## src/rtl/sdram_mrs_pkg.sv

```systemverilog
package sdram_mrs_pkg;

  // Width of the window offset and of the mode word carried on the pins
  localparam int MW_W = 12;

  // Bus access size code for a byte write
  localparam logic [1:0] SZ_BYTE = 2'b00;

  // Mode word field positions
  localparam int BLEN_LSB  = 0;
  localparam int WRAP_BIT  = 3;
  localparam int LAT_LSB   = 4;
  localparam int WMODE_BIT = 9;

  typedef enum logic [1:0] {
    ST_IDLE = 2'd0,
    ST_CMD  = 2'd1,
    ST_RESP = 2'd2
  } mrs_state_e;

  // True when the mode word is one of the supported combinations
  function automatic logic mode_word_ok(input logic [MW_W-1:0] mw);
    logic [2:0] lat;
    lat = mw[LAT_LSB +: 3];
    return (mw[BLEN_LSB +: 3] == 3'd0)
        && !mw[WRAP_BIT]
        && ((lat == 3'd2) || (lat == 3'd3))
        && (mw[8:7] == 2'b00)
        && (mw[MW_W-1:10] == '0);
  endfunction

  // CAS latency carried by a legal mode word
  function automatic logic [1:0] mode_word_lat(input logic [MW_W-1:0] mw);
    return mw[LAT_LSB +: 2];
  endfunction

endpackage

```

## src/rtl/mrs_window_decode.sv

```systemverilog
module mrs_window_decode
  import sdram_mrs_pkg::*;
#(
  parameter int              ADDR_W     = 32,
  parameter int              N_AREA     = 2,
  parameter logic [31:0]     WIN_BASE   = 32'hA4FD4000,
  parameter logic [31:0]     WIN_STRIDE = 32'h00001000,
  localparam int             IDX_W      = (N_AREA > 1) ? $clog2(N_AREA) : 1
) (
  input  logic [ADDR_W-1:0]  addr,
  input  logic [1:0]         size,
  input  logic               cfg_done,
  input  logic [N_AREA-1:0]  area_wide,
  output logic               hit,
  output logic [IDX_W-1:0]   area_idx,
  output logic               legal,
  output logic [MW_W-1:0]    offset,
  output logic [1:0]         lat
);

  logic [N_AREA-1:0] area_hit;

  // One window comparator per area, each on the address bits above the offset
  for (genvar gi = 0; gi < N_AREA; gi++) begin : g_win
    localparam logic [ADDR_W-1:0] BASE_I =
      ADDR_W'(WIN_BASE) + ADDR_W'(gi) * ADDR_W'(WIN_STRIDE);
    assign area_hit[gi] = (addr[ADDR_W-1:MW_W] == BASE_I[ADDR_W-1:MW_W]);
  end

  always_comb begin
    hit      = 1'b0;
    area_idx = '0;
    for (int i = 0; i < N_AREA; i++) begin
      if (area_hit[i] && !hit) begin
        hit      = 1'b1;
        area_idx = IDX_W'(i);
      end
    end
  end

  logic            wide;
  logic [MW_W-1:0] mode_word;
  logic            aligned;

  assign offset = addr[MW_W-1:0];

  always_comb begin
    wide = area_wide[area_idx];
    if (wide) begin
      mode_word = offset >> 2;
      aligned   = (offset[1:0] == 2'b00);
    end else begin
      mode_word = offset >> 1;
      aligned   = !offset[0];
    end
  end

  assign lat   = mode_word_lat(mode_word);
  assign legal = (size == SZ_BYTE) && cfg_done && aligned && mode_word_ok(mode_word);

endmodule

```

## src/rtl/mrs_tmrd_timer.sv

```systemverilog
module mrs_tmrd_timer #(
  parameter int  TMRD = 2,
  localparam int CW   = $clog2(TMRD + 1)
) (
  input  logic clk,
  input  logic rst,
  input  logic load,
  output logic busy
);

  logic [CW-1:0] cnt;

  always_ff @(posedge clk) begin
    if (rst) begin
      cnt <= '0;
    end else if (load) begin
      cnt <= CW'(TMRD);
    end else if (cnt != '0) begin
      cnt <= cnt - 1'b1;
    end
  end

  assign busy = (cnt != '0);

  // A command may only be issued on an area whose wait has run out
  assert_no_cmd_in_tmrd_R8: assert property (@(posedge clk) disable iff (rst)
    load |-> !busy);

endmodule

```

## src/rtl/sdram_mrs_gen.sv

```systemverilog
module sdram_mrs_gen
  import sdram_mrs_pkg::*;
#(
  parameter int          ADDR_W     = 32,
  parameter int          DATA_W     = 32,
  parameter int          SD_AW      = 15,
  parameter int          N_AREA     = 2,
  parameter int          TMRD       = 2,
  parameter logic [31:0] WIN_BASE   = 32'hA4FD4000,
  parameter logic [31:0] WIN_STRIDE = 32'h00001000
) (
  input  logic                  clk,
  input  logic                  rst,
  input  logic                  cfg_done,
  input  logic [N_AREA-1:0]     area_wide,
  input  logic                  bus_req,
  input  logic                  bus_we,
  input  logic [ADDR_W-1:0]     bus_addr,
  input  logic [1:0]            bus_size,
  input  logic [DATA_W-1:0]     bus_wdata,
  output logic                  bus_ack,
  output logic                  bus_err,
  output logic [N_AREA-1:0]     sd_cs_n,
  output logic                  sd_ras_n,
  output logic                  sd_cas_n,
  output logic                  sd_we_n,
  output logic [SD_AW-1:0]      sd_addr,
  output logic [2*N_AREA-1:0]   cas_lat
);

  localparam int IDX_W  = (N_AREA > 1) ? $clog2(N_AREA) : 1;
  localparam int HI_W   = SD_AW - MW_W;

  // Write data plays no part in a mode write
  logic unused_wdata;
  assign unused_wdata = ^bus_wdata;

  logic             dec_hit;
  logic [IDX_W-1:0] dec_idx;
  logic             dec_legal;
  logic [MW_W-1:0]  dec_ofs;
  logic [1:0]       dec_lat;

  mrs_window_decode #(
    .ADDR_W     (ADDR_W),
    .N_AREA     (N_AREA),
    .WIN_BASE   (WIN_BASE),
    .WIN_STRIDE (WIN_STRIDE)
  ) u_decode (
    .addr      (bus_addr),
    .size      (bus_size),
    .cfg_done  (cfg_done),
    .area_wide (area_wide),
    .hit       (dec_hit),
    .area_idx  (dec_idx),
    .legal     (dec_legal),
    .offset    (dec_ofs),
    .lat       (dec_lat)
  );

  mrs_state_e       state;
  logic [N_AREA-1:0] area_busy;
  logic [N_AREA-1:0] area_load;
  logic             take;
  logic             issue;
  logic             reject;

  assign take   = (state == ST_IDLE) && bus_req && bus_we && dec_hit;
  assign reject = take && !dec_legal;
  assign issue  = take && dec_legal && !area_busy[dec_idx];

  // Independent tMRD wait per area
  for (genvar ga = 0; ga < N_AREA; ga++) begin : g_area
    assign area_load[ga] = issue && (dec_idx == IDX_W'(ga));
    mrs_tmrd_timer #(.TMRD(TMRD)) u_tmrd (
      .clk  (clk),
      .rst  (rst),
      .load (area_load[ga]),
      .busy (area_busy[ga])
    );
  end

  logic [N_AREA-1:0]      cs_q;
  logic                   ras_q, cas_q, we_q;
  logic [SD_AW-1:0]       addr_q;
  logic                   ack_q, err_q;
  logic [N_AREA-1:0][1:0] lat_q;

  always_ff @(posedge clk) begin
    if (rst) begin
      state  <= ST_IDLE;
      cs_q   <= '1;
      ras_q  <= 1'b1;
      cas_q  <= 1'b1;
      we_q   <= 1'b1;
      addr_q <= '0;
      ack_q  <= 1'b0;
      err_q  <= 1'b0;
      lat_q  <= {N_AREA{2'd3}};
    end else begin
      cs_q  <= '1;
      ras_q <= 1'b1;
      cas_q <= 1'b1;
      we_q  <= 1'b1;
      ack_q <= 1'b0;
      err_q <= 1'b0;
      case (state)
        ST_IDLE: begin
          if (reject) begin
            ack_q <= 1'b1;
            err_q <= 1'b1;
            state <= ST_RESP;
          end else if (issue) begin
            cs_q[dec_idx]  <= 1'b0;
            ras_q          <= 1'b0;
            cas_q          <= 1'b0;
            we_q           <= 1'b0;
            addr_q         <= {{HI_W{1'b0}}, dec_ofs};
            lat_q[dec_idx] <= dec_lat;
            state          <= ST_CMD;
          end
        end
        ST_CMD: begin
          ack_q <= 1'b1;
          state <= ST_RESP;
        end
        default: state <= ST_IDLE;
      endcase
    end
  end

  assign sd_cs_n  = cs_q;
  assign sd_ras_n = ras_q;
  assign sd_cas_n = cas_q;
  assign sd_we_n  = we_q;
  assign sd_addr  = addr_q;
  assign bus_ack  = ack_q;
  assign bus_err  = err_q;
  assign cas_lat  = lat_q;

  // Command cycle selects exactly one area with all three strobes low
  assert_mrs_encoding_R2: assert property (@(posedge clk) disable iff (rst)
    !sd_ras_n |-> ($countones(~sd_cs_n) == 1 && !sd_cas_n && !sd_we_n));

  // Outside a command every strobe rests high
  assert_nop_rest_R2: assert property (@(posedge clk) disable iff (rst)
    (&sd_cs_n) |-> (sd_ras_n && sd_cas_n && sd_we_n));

  // The cycle after a command carries a clean acknowledge
  assert_ack_after_cmd_R7: assert property (@(posedge clk) disable iff (rst)
    !sd_ras_n |=> (bus_ack && !bus_err));

  // Acknowledge never lasts beyond one cycle
  assert_ack_pulse_R7: assert property (@(posedge clk) disable iff (rst)
    bus_ack |=> !bus_ack);

  // An error only appears on an acknowledge
  assert_err_on_ack_R4: assert property (@(posedge clk) disable iff (rst)
    bus_err |-> bus_ack);

endmodule

```

## config.mk

```make
export PLATFORM = sky130hd
export DESIGN_NAME = sdram_mrs_gen
export DESIGN_NICKNAME = d
export VERILOG_FILES = /design/src/rtl/sdram_mrs_pkg.sv /design/src/rtl/mrs_window_decode.sv /design/src/rtl/mrs_tmrd_timer.sv /design/src/rtl/sdram_mrs_gen.sv
export SDC_FILE = /design/constraint.sdc
export NUM_CORES = 1
export LEC_CHECK = 0
export ABC_AREA = 1
export BUFFER_PORTS_ARGS = -buffer_cell sky130_fd_sc_hd__buf_4
export CAP_MARGIN = 20
export CORE_ASPECT_RATIO = 0.8
export CORE_MARGIN = 2
export CORE_UTILIZATION = 40
export CTS_BUF_LIST = sky130_fd_sc_hd__clkbuf_16
export DETAILED_ROUTE_END_ITERATION = 12
export GPL_TIMING_DRIVEN = 1
export PLACE_DENSITY = 0.91
export REMOVE_ABC_BUFFERS = 1
export SYNTH_ARGS = -nofsm -noshare
export SYNTH_HDL_FRONTEND = slang
export SYNTH_SLANG_ARGS = --single-unit
export TNS_END_PERCENT = 10
```

## constraint.sdc

```tcl
create_clock -name clk -period 1.5 [get_ports clk]
set_input_delay 0 -clock clk [delete_from_list [all_inputs] [get_ports clk]]
set_output_delay 0 -clock clk [all_outputs]
set_load 0.02 [all_outputs]
```

==> results of run 1 <==
routing by layer:
| metal | part of all wire | track usage | vias to the layer above |
|---|---|---|---|
| li1 | - | - | 702 |
| met1 | 0.42 | 0.211 | 590 |
| met2 | 0.50 | 0.305 | 45 |
| met3 | 0.067 | 0.0428 | 6 |
| met4 | 0.016 | 0.0429 | 0 |
| met5 | 0 | 0 | - |
synthesized netlist by cell type:
library cell / number / area [um2]
nand3b_1: 2 / 15.0
nand4_1: 8 / 50.1
nor3b_1: 1 / 7.51
o21ai_0: 3 / 15.0
nor2_4: 1 / 11.3
buf_4: 5 / 37.5
conb_1: 1 / 3.75
dfxtp_1: 27 / 541
inv_2: 2 / 7.51
nand2_4: 1 / 11.3
buf_6: 1 / 11.3
o21bai_2: 1 / 11.3
inv_1: 32 / 120
nor2_1: 21 / 78.8
a21oi_1: 4 / 20.0
nor2_2: 7 / 43.8
nand4_2: 1 / 12.5
nor2_8: 1 / 20.0
nand2_2: 4 / 25.0
nand3_2: 2 / 20.0
nand3_1: 18 / 90.1
nor3_1: 2 / 10.0
clkbuf_1: 2 / 7.51
nand2_1: 33 / 124
nor4_1: 1 / 6.26
nand3_4: 1 / 17.5
sequential cells by signal (all words and copies together) (netlist names):
register / count
sd_addr: 12
cas_lat: 4
g_area.u_tmrd.cnt: 4
sd_cs_n: 2
state: 2
bus_ack: 1
bus_err: 1
sd_we_n: 1
worst max-delay path: stages:
cell	delay, ns
dlygate4sd3_1	0.53
buf_4	0.14
nor3_1	0.13
inv_1	0.07
nand3_1	0.12
nand3_4	0.12
nor2_8	0.15
nand3_1	0.15
nand2_1	0.10
nand3_1	0.07
logic make-up after synthesis:
kind of cell,after synthesis,synth area share
AOI/OAI and AO/OA,8,0.0351
buffers and inverters,42,0.140
and+or+nand+nor,104,0.412
DFF,27,0.410
other,1,0.00285
worst min-delay path by stage:
stage | start | depth (start not counted) | endpoint
3_5_place_dp | rst | 2 | g_area[0].u_tmrd.cnt[1]$_SDFFE_PP0P_
6_report | bus_addr[5] | 3 | sd_addr[5]$_SDFFE_PP0P_
3_3_place_gp | rst | 2 | g_area[1].u_tmrd.cnt[1]$_SDFFE_PP0P_
5_1_grt | bus_addr[5] | 3 | sd_addr[5]$_SDFFE_PP0P_
2_1_floorplan | rst | 1 | g_area[0].u_tmrd.cnt[1]$_SDFFE_PP0P_
4_1_cts | bus_addr[5] | 3 | sd_addr[5]$_SDFFE_PP0P_
power by group through the flow:
stage | clock [mW] | combinational [mW] | sequential, mW
after floorplan | 0 | 0.0568 | 0.733
after global placement | 0 | 0.153 | 0.733
after detailed placement | 0 | 0.156 | 0.733
after CTS | 0.592 | 0.167 | 0.717
after global routing | 0.611 | 0.189 | 0.716
final | 0.586 | 0.167 | 0.717
area by class of cell:
| type | count | area [um2] |
|---|---|---|
| Multi-Input combinational cell | 115 | 614 |
| Inverter | 34 | 128 |
| Timing Repair Buffer | 74 | 568 |
| Clock inverter | 1 | 3.75 |
| Tap cell | 40 | 50.0 |
| Clock buffer | 3 | 75.1 |
| Sequential cell | 27 | 541 |
| Fill cell | 279 | 1130 |
repair_timing:
| action | CTS | global route |
|---|---|---|
| setup buffers | 0 | 2 |
| pin swaps | 0 | 2 |
| hold buffers | 5 | 0 |
| resized for setup | 1 | 1 |
| endpoints found under the hold margin | 8 | 0 |
| setup endpoints to repair | 4 | 19 |
==> run_results.csv, run 1 <==
group,metric,value,unit
placement,io_buffers,63,
timing,rsz0062_at_grt,"true",
hold_path,min_path_type,"input port to flip-flop",
power_and_ir_drop,p_int,1.17,mW
timing,holdWs,-0.00179,ns
clocking,clk_path_buf_depth,2,
yosys,avgSynthCellArea,7.24,um2
setup_path,worstRegToRegCells,8,
setup_path,reg2reg_to,"cas_lat[0]$_SDFFE_PP1P_",
timing,fin_tns_setup,0,ns
power_and_ir_drop,switchingPower,0.303,mW
route,drtIter0Drc,46,
timing,maxSlewHeadroom,0.592,
final_layout,nNetsFinal,328,
timing,maxSlewViolCount,0,
setup_path,end_kind,"flip-flop",
placement,post_dp_cell_area,0.00182,mm2
die,core,0.00311,mm2
setup_path,timing.rr.start,"state[1]$_SDFFE_PP0P_",
setup_path,worstPathRequired,1.62,ns
die,fp.dieW,68.2,um
die,initial_core_util,0.424,
global_route,antenna_found_initial,0,
global_route,grt.overflow.total,0,
setup_path,critPathCapture,"cas_lat[0]$_SDFFE_PP1P_",
final_layout,fin_cells,294,
timing,hold_viol,1,
placement,finalWeightedCongestion,0.775,
timing,setup_viol,0,
route,num_vias,1343,
global_route,grt_max_degree,22,
yosys,syn_inst,182,
clocking,clock_sinks,27,
clocking,clk_pin_slew,0.06,ns
setup_path,path_max_fanout,4,
power_and_ir_drop,p_seq_frac,0.488,
power_and_ir_drop,combPwrFrac,0.114,
die,row_count,18,
timing,fin_skew,0.00194,ns
setup_path,ff2ff_setup_slack,0.06,ns
power_and_ir_drop,swShare,0.206,
clocking,cts_made_buffers,3,
clocking,insertion_delay,0.26,ns
route,wl_per_cell,10.3,um
outcome,status,"finished, violations left",
route,viasPerCell,4.57,
global_route,first_global_vias,1282,
die,die_h,55.3,um
power_and_ir_drop,clockPowerShare,0.399,
die,dieArea,0.00377,mm2
run,cap_violations,0,
route,drcViolationCount,0,
setup_path,critPathKind,"input port to flip-flop",
power_and_ir_drop,vdd_drop_max,754,uV
final_layout,final_layout_size_suffix_gt1_frac,0.366,
final_layout,syn2layout_area_growth,50.2,%
yosys,synthDistinctLibCells,26,
route,drt_pass1_iterations,4,
timing,setup_ws,0.0466,ns
clocking,root_buffer,"clkbuf_16",
placement,dp_cells,283,
die,io_pins,99,
timing,fmax,0.688,GHz
final_layout,final_core_util,0.637,
timing,period_share,0.969,
setup_path,crit_arrival,1.57,ns
timing,worst_slew_pin_slew,0.611,ns
yosys,yosysWarnings,0,
clocking,cts_max_level,1,
timing,period_minus_slack,1.45,ns
final_layout,final_cell_mix,"buf_4 (69), nand2_1 (33), inv_1 (33)",
power_and_ir_drop,total_power,1.47,mW
outcome,failed_checks,"hold timing",
power_and_ir_drop,leakagePower,1.04,nW
final_layout,diodes,0,
yosys,ys_seq_area_frac,0.410,
yosys,syn-cell-area,0.00132,mm2
placement,pre_cts_slack,-0.0252,ns
power_and_ir_drop,p_per_area,743,mW/mm2
global_route,track_usage,0.175,
route,antenna_left,0,
final_layout,design_area,0.00198,mm2
final_layout,layout_commonest_cell,"buf_4",
placement,post-dp-hpwl,2420,um
setup_path,cp-start-kind,"input port",
global_route,grt_pass1_wl,5200,um
yosys,ys_ff_latch,27,
setup_path,startpoint,"bus_addr[10]",
route,wl,3040,um
clocking,cts_tree,"built",
(Power assumes the default switching activity.)
==> inputs of run 2 (changes only) <==
- CORE_UTILIZATION: 40 -> 36
- PLACE_DENSITY: 0.91 -> 0.87
- clock period: 1.5 -> 1.3 ns (I/O delays scaled with it)
==> run_results.csv, run 2 (synthesized netlist as in run 1, its figures left out) <==
group,metric,value,unit
power_and_ir_drop,p_per_area,782,mW/mm2
power_and_ir_drop,total_power,1.72,mW
timing,fmax,0.695,GHz
clocking,insertion_delay,0.26,ns
route,viasPerCell,4.84,
run,cap_violations,0,
clocking,clk_pin_slew,0.06,ns
placement,finalWeightedCongestion,0.749,
placement,post-dp-hpwl,2650,um
hold_path,min_path_type,"input port to flip-flop",
final_layout,final_layout_size_suffix_gt1_frac,0.455,
die,die_h,58.1,um
final_layout,final_core_util,0.634,
route,num_vias,1500,
setup_path,crit_arrival,1.56,ns
die,fp.dieW,71.6,um
die,dieArea,0.00416,mm2
setup_path,crit_chain,"inv_2 > nand4_1 > inv_1 > nand4_1 > nor2_4 > buf_12 > nand2_8 > inv_4 > nand4_1",
clocking,clk_path_buf_depth,2,
route,drtIter0Drc,121,
global_route,first_global_vias,1378,
setup_path,critPathMaxStageDelay,0.33,ns
final_layout,num-fill-cells,279,
final_layout,syn2layout_area_growth,67.0,%
clocking,cts_made_buffers,3,
timing,setup_viol,23,
setup_path,critPathKind,"flip-flop to flip-flop",
route,antenna_left,0,
route,wl,4140,um
timing,setup_ws,-0.140,ns
power_and_ir_drop,vdd_drop_max,504,uV
outcome,failed_checks,"setup timing",
route,drt_pass1_iterations,4,
final_layout,largest_reg_flops,12,
setup_path,path_max_fanout,5,
route,wl_per_cell,13.3,um
outcome,status,"finished, violations left",
clocking,cts_tree,"built",
route,drcViolationCount,0,
timing,fin_skew,0.00235,ns
clocking,root_buffer,"clkbuf_16",
final_layout,diodes,0,
timing,fin_tns_setup,-1.88,ns
global_route,track_usage,0.178,
timing,maxSlewViolCount,0,
setup_path,crit_path_frequent_cell,"nand4_1",
global_route,grt.overflow.total,0,
setup_path,end_kind,"flip-flop",
setup_path,cpMaxStageDelayCell,"dfxtp_2",
global_route,grt_max_degree,22,
final_layout,final_cell_mix,"buf_4 (78), inv_1 (31), nand2_1 (30)",
timing,rsz0062_at_grt,"true",
final_layout,layout_commonest_cell,"buf_4",
die,row_count,19,
setup_path,worstPathRequired,1.42,ns
clocking,cts_max_level,1,
power_and_ir_drop,leakagePower,1.12,nW
timing,period_minus_slack,1.44,ns
global_route,antenna_found_initial,0,
die,core,0.00347,mm2
final_layout,nNetsFinal,342,
clocking,clock_sinks,27,
die,io_pins,99,
global_route,grt_pass1_wl,5890,um
die,initial_core_util,0.380,
placement,io_buffers,63,
timing,hold_viol,0,
setup_path,cp-start-kind,"flip-flop",
timing,period_share,1.11,
-- run 2: changes by cell type in the layout (fill, tap and decap cells not counted), moves of 2 or more --
cell | previous run | this run
buf_4 | 69 | 78
nand3_1 | 18 | 12
nand3_2 | 2 | 6
nand2_1 | 33 | 30
nand2_2 | 4 | 7
buf_12 | 0 | 2
dfxtp_1 | 27 | 25
dfxtp_2 | 0 | 2
inv_1 | 33 | 31
nand3_4 | 1 | 3
-- run 2: layer usage --
metal / share of wire / vias to the layer above / GRT usage
li1: - / 734 / -
met1: 0.39 / 700 / 0.210
met2: 0.53 / 59 / 0.327
met3: 0.070 / 7 / 0.0435
met4: 0.012 / 0 / 0.0404
met5: 0 / - / 0
-- run 2: path summary, 6_finish.rpt --
path / startpoint / endpoint / slack [ns] / depth (start not counted)
max reg2reg: state[0]$_SDFFE_PP0P_ / sd_cs_n[0]$_SDFF_PP1_ / -0.14 / 9
min reg2reg: cas_lat[3]$_SDFFE_PP1P_ / cas_lat[3]$_SDFFE_PP1P_ / 0.46 / 1
min: bus_addr[10] / sd_addr[10]$_SDFFE_PP0P_ / 0.003 / 3
max: state[0]$_SDFFE_PP0P_ / sd_cs_n[0]$_SDFF_PP1_ / -0.14 / 9
-- run 2: layout make-up --
| class | count | area, um2 | area share |
|---|---|---|---|
| Clock inverter | 1 | 3.75 | 0.00171 |
| Timing Repair Buffer | 86 | 687 | 0.312 |
| Tap cell | 42 | 52.6 | 0.0239 |
| Inverter | 34 | 130 | 0.0591 |
| Clock buffer | 3 | 75.1 | 0.0341 |
| Sequential cell | 27 | 543 | 0.247 |
| Multi-Input combinational cell | 117 | 709 | 0.322 |
-- run 2: critical path: cells and delay by family, from the launching register on --
| kind | cells | cell delay, ns |
|---|---|---|
| buffers and inverters | 4 | 0.33 |
| DFF | 1 | 0.33 |
| and+or+nand+nor | 5 | 0.62 |
-- run 2: metrics by stage --
stage	hold slack, ns	instances	cell area (um2)	setup slack, ns
floorplan	0.0691	176	1270	0.0171
global placement	0.201	291	1870	-0.190
detailed placement	0.213	291	1870	-0.224
CTS	0.00370	304	2090	-0.0489
global route	0.0113	310	2200	-0.211
finish	0.00297	310	2200	-0.140
-- run 2: where the power goes --
| group | internal (mW) | switching [mW] |
|---|---|---|
| Clock | 0.412 | 0.274 |
| Combinational | 0.114 | 0.0952 |
| Sequential | 0.827 | 0.0000000150 |
-- run 2: repair_timing --
| action | 4_1_cts | 5_1_grt |
|---|---|---|
| endpoints found under the hold margin | 7 | 1 |
| setup buffers | 3 | 5 |
| gates cloned | 2 | 0 |
| pin swaps | 3 | 7 |
| hold buffers | 4 | 1 |
| resized for setup | 9 | 14 |
| setup endpoints to repair | 21 | 25 |
==> inputs of run 3 (changes only) <==
- MAX_ROUTING_LAYER: unset -> met4
==> run_results.csv, run 3 (synthesized netlist as in run 1, its figures left out) <==
group,metric,value,unit
outcome,status,"finished, violations left",
outcome,failed_checks,"DRC, setup timing",
timing,maxSlewViolCount,0,
clocking,cts_made_buffers,3,
final_layout,register_area,543,um2
power_and_ir_drop,p_per_area,783,mW/mm2
die,row_count,19,
timing,setup_ws,-0.140,ns
final_layout,multiInputGateArea,709,um2
route,drcViolationCount,2,
clocking,clk_path_buf_depth,2,
setup_path,crit_arrival,1.56,ns
global_route,track_usage,0.183,
timing,hold_viol,0,
die,fp.dieW,71.6,um
hold_path,min_path_type,"input port to flip-flop",
route,drtIter0Drc,86,
placement,post-dp-hpwl,2650,um
clocking,cts_tree,"built",
global_route,grt_pass1_wl,5900,um
timing,period_share,1.11,
final_layout,final_core_util,0.634,
final_layout,final_layout_size_suffix_gt1_frac,0.455,
die,initial_core_util,0.380,
final_layout,final_cell_mix,"buf_4 (78), inv_1 (31), nand2_1 (30)",
route,wl,4110,um
placement,io_buffers,63,
setup_path,cp-start-kind,"flip-flop",
final_layout,largest_reg_flops,12,
timing,setup_viol,23,
global_route,grt_max_degree,22,
final_layout,diodes,0,
final_layout,layout_commonest_cell,"buf_4",
clocking,clk_pin_slew,0.06,ns
clocking,insertion_delay,0.26,ns
setup_path,critPathKind,"flip-flop to flip-flop",
die,dieArea,0.00416,mm2
global_route,grt.overflow.total,0,
route,num_vias,1490,
setup_path,path_max_fanout,5,
route,antenna_left,0,
timing,rsz0062_at_grt,"true",
final_layout,nNetsFinal,342,
power_and_ir_drop,vdd_drop_max,503,uV
timing,period_minus_slack,1.44,ns
global_route,first_global_vias,1371,
power_and_ir_drop,leakagePower,1.12,nW
die,core,0.00347,mm2
die,io_pins,99,
timing,fin_tns_setup,-1.89,ns
timing,fmax,0.694,GHz
route,wl_per_cell,13.2,um
setup_path,worstPathRequired,1.42,ns
final_layout,num-fill-cells,279,
final_layout,syn2layout_area_growth,67.0,%
timing,fin_skew,0.00306,ns
clocking,root_buffer,"clkbuf_16",
route,viasPerCell,4.81,
clocking,clock_sinks,27,
route,drt_pass1_iterations,8,
placement,dp_cells,291,
global_route,antenna_found_initial,0,
final_layout,fin_cells,310,
die,die_h,58.1,um
placement,finalWeightedCongestion,0.759,
run,cap_violations,0,
setup_path,end_kind,"flip-flop",
clocking,cts_max_level,1,
run 3: cell counts in the layout (fill, tap and decap cells not counted):
Identical to the previous run, type by type.
run 3: what timing repair did:
action / CTS / global route
cloned: 2 / 0
buffers inserted: 3 / 5
setup endpoints to repair: 21 / 25
resized for setup: 9 / 14
pin swaps: 3 / 7
endpoints found under the hold margin: 7 / 1
hold buffers: 4 / 1
run 3: per-stage QoR:
step | worst slack, ns | instance area [um2] | hold slack (ns) | power, mW
floorplan | 0.0171 | 1270 | 0.0691 | 0.911
global placement | -0.190 | 1870 | 0.201 | 1.03
detailed placement | -0.224 | 1870 | 0.213 | 1.04
CTS | -0.0489 | 2090 | 0.00370 | 1.71
global route | -0.213 | 2200 | 0.0113 | 1.78
finish | -0.140 | 2200 | 0.00463 | 1.72
run 3: worst max-delay path, cell delays in order, from the launching register on:
cell and delay [ns]:
dfxtp_2 0.33, inv_2 0.05, nand4_1 0.07, inv_1 0.07, nand4_1 0.18, nor2_4 0.22
buf_12 0.15, nand2_8 0.07, inv_4 0.06, nand4_1 0.08
run 3: cell type report:
class	count	share of cell area
clock buffer	3	0.0341
clock inverter	1	0.00171
inverter	34	0.0591
multi-input combinational	117	0.322
sequential	27	0.247
tap	42	0.0239
timing repair buffer	86	0.312
run 3: path summary, 6_finish.rpt:
path                                start                        to  slack, ns  depth (start not counted)
hold / removal               bus_addr[10]  sd_addr[10]$_SDFFE_PP0P_      0.005                          3
setup / recovery    state[0]$_SDFFE_PP0P_     sd_cs_n[0]$_SDFF_PP1_      -0.14                          9
hold reg to reg   cas_lat[3]$_SDFFE_PP1P_   cas_lat[3]$_SDFFE_PP1P_       0.46                          1
setup reg to reg    state[0]$_SDFFE_PP0P_     sd_cs_n[0]$_SDFF_PP1_      -0.14                          9
run 3: layer usage:
layer	share of wire	global-route usage	wire [um]	vias up
li1	-	-	-	735
met1	0.40	0.208	1640	686
met2	0.52	0.328	2150	61
met3	0.063	0.0452	259	8
met4	0.014	0.0404	57	0
met5	0	-	0	-
run 3: power breakdown:
group          total (mW)  internal, mW  switching [mW]  leakage [nW]
registers           0.827         0.827    0.0000000150         0.219
logic               0.209         0.114          0.0953         0.856
clock network       0.687         0.412           0.275        0.0423
